<file path="src/rtl/modclk_gen.sv">
module modclk_gen #(
  parameter int DIV_W = 4,
  parameter int PRE_W = 2,
  parameter int SEL_W = 2
) (
  input  logic                  clk,
  input  logic                  rst_n,
  input  logic [(1<<SEL_W)-1:0] src_tick,
  input  logic                  wr_en,
  input  logic [31:0]           wr_data,
  output logic [31:0]           rd_data,
  output logic                  mod_clk,
  output logic                  mod_tick
);
  localparam int EN_B   = 31;
  localparam int SEL_LO = 24;
  localparam int PRE_LO = 16;
  localparam int DIV_LO = 0;
  localparam int CW     = DIV_W + (1 << PRE_W) - 1;

  logic             en_q, running;
  logic [SEL_W-1:0] sel_q, sel_a;
  logic [PRE_W-1:0] pre_q, pre_a;
  logic [DIV_W-1:0] div_q, div_a;
  logic [CW-1:0]    cnt;
  logic [CW:0]      ratio, half;
  logic             tick, last, in_high;

  assign ratio   = (CW+1)'({1'b0, div_a} + 1'b1) << pre_a;
  assign half    = ratio >> 1;
  assign tick    = src_tick[sel_a];
  assign last    = ({1'b0, cnt} == ratio - 1'b1);
  assign in_high = ({1'b0, cnt} < half);

  assign mod_clk  = running && in_high;
  assign mod_tick = running && tick && (cnt == '0);

  always_comb begin
    rd_data = '0;
    rd_data[EN_B] = en_q;
    rd_data[SEL_LO +: SEL_W] = sel_q;
    rd_data[PRE_LO +: PRE_W] = pre_q;
    rd_data[DIV_LO +: DIV_W] = div_q;
  end

  always_ff @(posedge clk) begin
    if (!rst_n) begin
      en_q    <= 1'b0;
      sel_q   <= '0;
      pre_q   <= '0;
      div_q   <= '0;
      sel_a   <= '0;
      pre_a   <= '0;
      div_a   <= '0;
      running <= 1'b0;
      cnt     <= '0;
    end else begin
      if (wr_en) begin
        en_q  <= wr_data[EN_B];
        sel_q <= wr_data[SEL_LO +: SEL_W];
        pre_q <= wr_data[PRE_LO +: PRE_W];
        div_q <= wr_data[DIV_LO +: DIV_W];
      end
      if (!running) begin
        cnt <= '0;
        if (en_q) begin
          running <= 1'b1;
          sel_a   <= sel_q;
          pre_a   <= pre_q;
          div_a   <= div_q;
        end
      end else if (!en_q && !in_high) begin
        running <= 1'b0;
        cnt     <= '0;
      end else if (tick) begin
        if (last) begin
          cnt   <= '0;
          sel_a <= sel_q;
          pre_a <= pre_q;
          div_a <= div_q;
        end else begin
          cnt <= cnt + 1'b1;
        end
      end
    end
  end
endmodule

</file>
<file path="config.mk">
export PLATFORM = sky130hd
export DESIGN_NAME = modclk_gen
export DESIGN_NICKNAME = d
export VERILOG_FILES = /design/src/rtl/modclk_gen.sv
export SDC_FILE = /design/constraint.sdc
export NUM_CORES = 1
export LEC_CHECK = 0
export ABC_AREA = 1
export CAP_MARGIN = 30
export CORE_MARGIN = 4
export CORE_UTILIZATION = 45
export DETAILED_ROUTE_END_ITERATION = 10
export PLACE_DENSITY = 0.89
export SKIP_CTS_REPAIR_TIMING = 1
export SLEW_MARGIN = 20
export SYNTH_ARGS = -nofsm -noshare
export SYNTH_HDL_FRONTEND = slang
export SYNTH_SLANG_ARGS = --single-unit
</file>
<file path="constraint.sdc">
create_clock -name clk -period 2.66 [get_ports clk]
set_input_delay 0.532 -clock clk [delete_from_list [all_inputs] [get_ports clk]]
set_output_delay 0.532 -clock clk [all_outputs]
set_load 0.05 [all_outputs]
</file>
==> reports/qor.json <==
{
  "final_period_utilization": {"value": 104, "unit": "%"},
  "drc_violation_total_after_the_first_tritonroute_iteration": {"value": 134},
  "ys_types": {"value": 30},
  "slew_viol_final": {"value": 0},
  "cts_max_path_buffers": {"value": 2},
  "synth_warnings": {"value": 0},
  "area_delta_synth_final": {"value": 23.3, "unit": "%"},
  "number_of_enable_flip_flop_cells_after_synthesis": {"value": 0},
  "hold_ws": {"value": 0.528, "unit": "ns"},
  "finalNetCount": {"value": 389},
  "clock_tree.htree_level_count": {"value": 1},
  "number_of_standard_cell_rows_in_the_floorplan": {"value": 23},
  "vias": {"value": 1976},
  "chipWidth": {"value": 74.1, "unit": "um"},
  "place.detailed.hpwl": {"value": 3440, "unit": "um"},
  "finalClockSkew": {"value": 0.00820, "unit": "ns"},
  "p_leak": {"value": 1.14, "unit": "nW"},
  "antenna_violating_nets_post_route": {"value": 0},
  "run_status": {"value": "finished, violations left"},
  "ir_worst_vdd": {"value": 0.000275, "unit": "V"},
  "setup.worst_path.end_class": {"value": "output pin"},
  "n_antenna_cell": {"value": 0},
  "timing_worst_setup_path_type": {"value": "register to output pin"},
  "globalRoute.totalOverflow": {"value": 0},
  "vias_per_cell": {"value": 5.07},
  "power_density_over_cell_area": {"value": 496, "unit": "nW/um2"},
  "cp_data_arrival_time": {"value": 2.23, "unit": "ns"},
  "clk-insertion-delay-late": {"value": 0.27, "unit": "ns"},
  "post-route-min-period": {"value": 2.76, "unit": "ns"},
  "grt_pass1_vias": {"value": 1748},
  "total_wire_length": {"value": 4810, "unit": "um"},
  "placedCellCount": {"value": 384},
  "synth_top_area_share": {"value": 25.5, "unit": "%"},
  "post-place-ws": {"value": 0.0438, "unit": "ns"},
  "cts_inserted_buffers": {"value": 3},
  "rsz0062_at_grt": {"value": "true"},
  "largest_net_degree_at_the_start_of_global_routing": {"value": 19},
  "floorplan.initialDensity": {"value": 47.7, "unit": "%"},
  "place_congestion": {"value": 0.850},
  "worstHoldPathType": {"value": "register to register"},
  "ys_seq_elements": {"value": 25},
  "synth_area": {"value": 1960, "unit": "um2"},
  "synth.top_cells.by_area": {"value": "dfxtp_1 (25%), nand2_1 (13%), buf_4 (9.6%)"},
  "failed_checks": {"value": "negative setup slack"},
  "port-buffer-count": {"value": 26},
  "detailedRoute.firstPassIterationCount": {"value": 4},
  "die-height": {"value": 74.1, "unit": "um"},
  "top_level_ports": {"value": 73},
  "wire_per_inst": {"value": 12.3, "unit": "um"},
  "synth_ff_type": {"value": "dfxtp_1"},
  "post-route-drc-count": {"value": 0},
  "syn-mean-instance-area": {"value": 6.36, "unit": "um2"},
  "cts_tree": {"value": "yes"},
  "netlist_instances": {"value": 309},
  "grt_antenna_before_repair": {"value": 0},
  "cts.sinks": {"value": 25},
  "global_route.usage.total": {"value": 15.5, "unit": "%"},
  "synth_largest_area_cell": {"value": "dfxtp_1"},
  "clkTransAtPathRegs": {"value": 0.08, "unit": "ns"},
  "grt_pass1_wl": {"value": 7000, "unit": "um"},
  "report.final.hold_viol_count": {"value": 0},
  "clock-root-buffer": {"value": "clkbuf_8"},
  "final-setup-viol-count": {"value": 1},
  "clock.fmax": {"value": 362, "unit": "MHz"},
  "cp.required": {"value": 2.13, "unit": "ns"},
  "timing_worst_slew_pin_value": {"value": 0.517, "unit": "ns"},
  "slew_headroom": {"value": 65.4, "unit": "%"},
  "crit_fanout": {"value": 3},
  "layout-drive-gt1-share": {"value": 17.6, "unit": "%"},
  "nature_of_the_critical_path_startpoint": {"value": "register"},
  "layout.cells.non_filler": {"value": 390},
  "maxcap_violations": {"value": 0},
  "synth_seq_area_share": {"value": 25.5, "unit": "%"},
  "coreArea": {"value": 4120, "unit": "um2"},
  "fin_ws": {"value": -0.103, "unit": "ns"},
  "share_of_async_settable_or_async_resettable_flops_after_synthesis": {"value": 0, "unit": "%"},
  "die_area": {"value": 5490, "unit": "um2"}
}
[layout by cell type (no fill, tap or decap), types with 7 or more instances in the layout]
cell / count
a21oi_1: 12
buf_4: 8
clkdlybuf4s50_1: 24
conb_1: 23
dfxtp_1: 21
inv_1: 34
nand2_1: 64
nand2_2: 10
nand3_1: 29
nand3_2: 11
nand4_1: 7
nor2_1: 35
o21ai_0: 10
[worst max-delay path, stage by stage, from the launching register on]
cell and delay (ns):
dfxtp_2 0.35, ha_4 0.27, nand2_1 0.10, nand2_2 0.11, nand2_2 0.08, nand2_1 0.07, inv_1 0.05, ha_1 0.27
o211ai_1 0.09, nand2_1 0.11, nand3_2 0.09, nand2_2 0.08, nor2_4 0.15, buf_12 0.15
[area by class of cell]
type / instances / area (um2)
well taps: 50 / 62.6
fillers: 362 / 1690
repair buffers: 35 / 352
flip-flops and latches: 25 / 505
clock buffers: 4 / 45.0
multi-input cells: 237 / 1310
inverters: 39 / 146
[path summary, 6_finish.rpt]
path | cells after the start | to | startpoint | slack, ns
max | 13 | mod_clk | div_a[0] | -0.10
max reg2reg | 16 | pre_a[1] | div_a[0] | 0.16
min | 2 | pre_a[0] | pre_q[0] | 0.53
min reg2reg | 2 | pre_a[0] | pre_q[0] | 0.53
[Yosys cell counts (all sizes together), types with 2 or more instances]
| library cell | count |
|---|---|
| nand3b | 2 |
| inv | 38 |
| buf | 27 |
| ha | 9 |
| a21oi | 15 |
| nand2 | 76 |
| clkbuf | 3 |
| o21ai | 11 |
| nand4 | 7 |
| xor2 | 4 |
| nand3 | 41 |
| nor3 | 3 |
| dfxtp | 25 |
| nor2 | 41 |
[layer usage]
metal | up-vias | routed length (um) | share of wire (%) | GRT usage (%)
met4 | 0 | 53 | 1.1 | 3.82
met5 | - | 0 | 0 | 0
met1 | 876 | 1960 | 41 | 18.6
li1 | 1006 | - | - | -
met2 | 84 | 2430 | 51 | 27.9
met3 | 10 | 358 | 7.4 | 3.38
[per-stage QoR]
stage	utilization, %	instance area [um2]	setup TNS (ns)	total power [mW]
5_1_grt	58.9	2420	-0.288	1.27
3_3_place_gp	54.3	2240	0	0.906
6_report	58.9	2420	-0.103	1.20
4_1_cts	55.4	2280	-0.259	1.14
2_1_floorplan	-	2060	-0.0482	0.825
3_5_place_dp	54.3	2240	0	0.917
[registers in the layout, summed over array words and instances, names as in the netlist]
register / flops
pre_q: 2
sel_q: 2
div_q: 4
sel_a: 2
en_q: 1
cnt: 7
running: 1
div_a: 4
pre_a: 2
[cells by family (layout without fill, tap and decap cells)]
kind of cell / Yosys count / after routing / share of synthesized area, %
flops: 25 / 25 / 25.5
buf+inv: 69 / 78 / 18.4
compound gates: 29 / 29 / 7.77
xor+xnor: 5 / 5 / 2.23
fa+ha+maj: 9 / 9 / 5.73
other cells: 1 / 23 / 0.191
simple gates: 171 / 171 / 40.2
[where the power goes]
| group | total [mW] | switching [mW] | internal, mW | leakage, nW |
|---|---|---|---|---|
| combinational | 0.558 | 0.369 | 0.189 | 0.910 |
| sequential | 0.424 | 0.0250 | 0.399 | 0.207 |
| clock | 0.220 | 0.113 | 0.107 | 0.0228 |
Note: power is estimated with default switching activity, not from simulation.
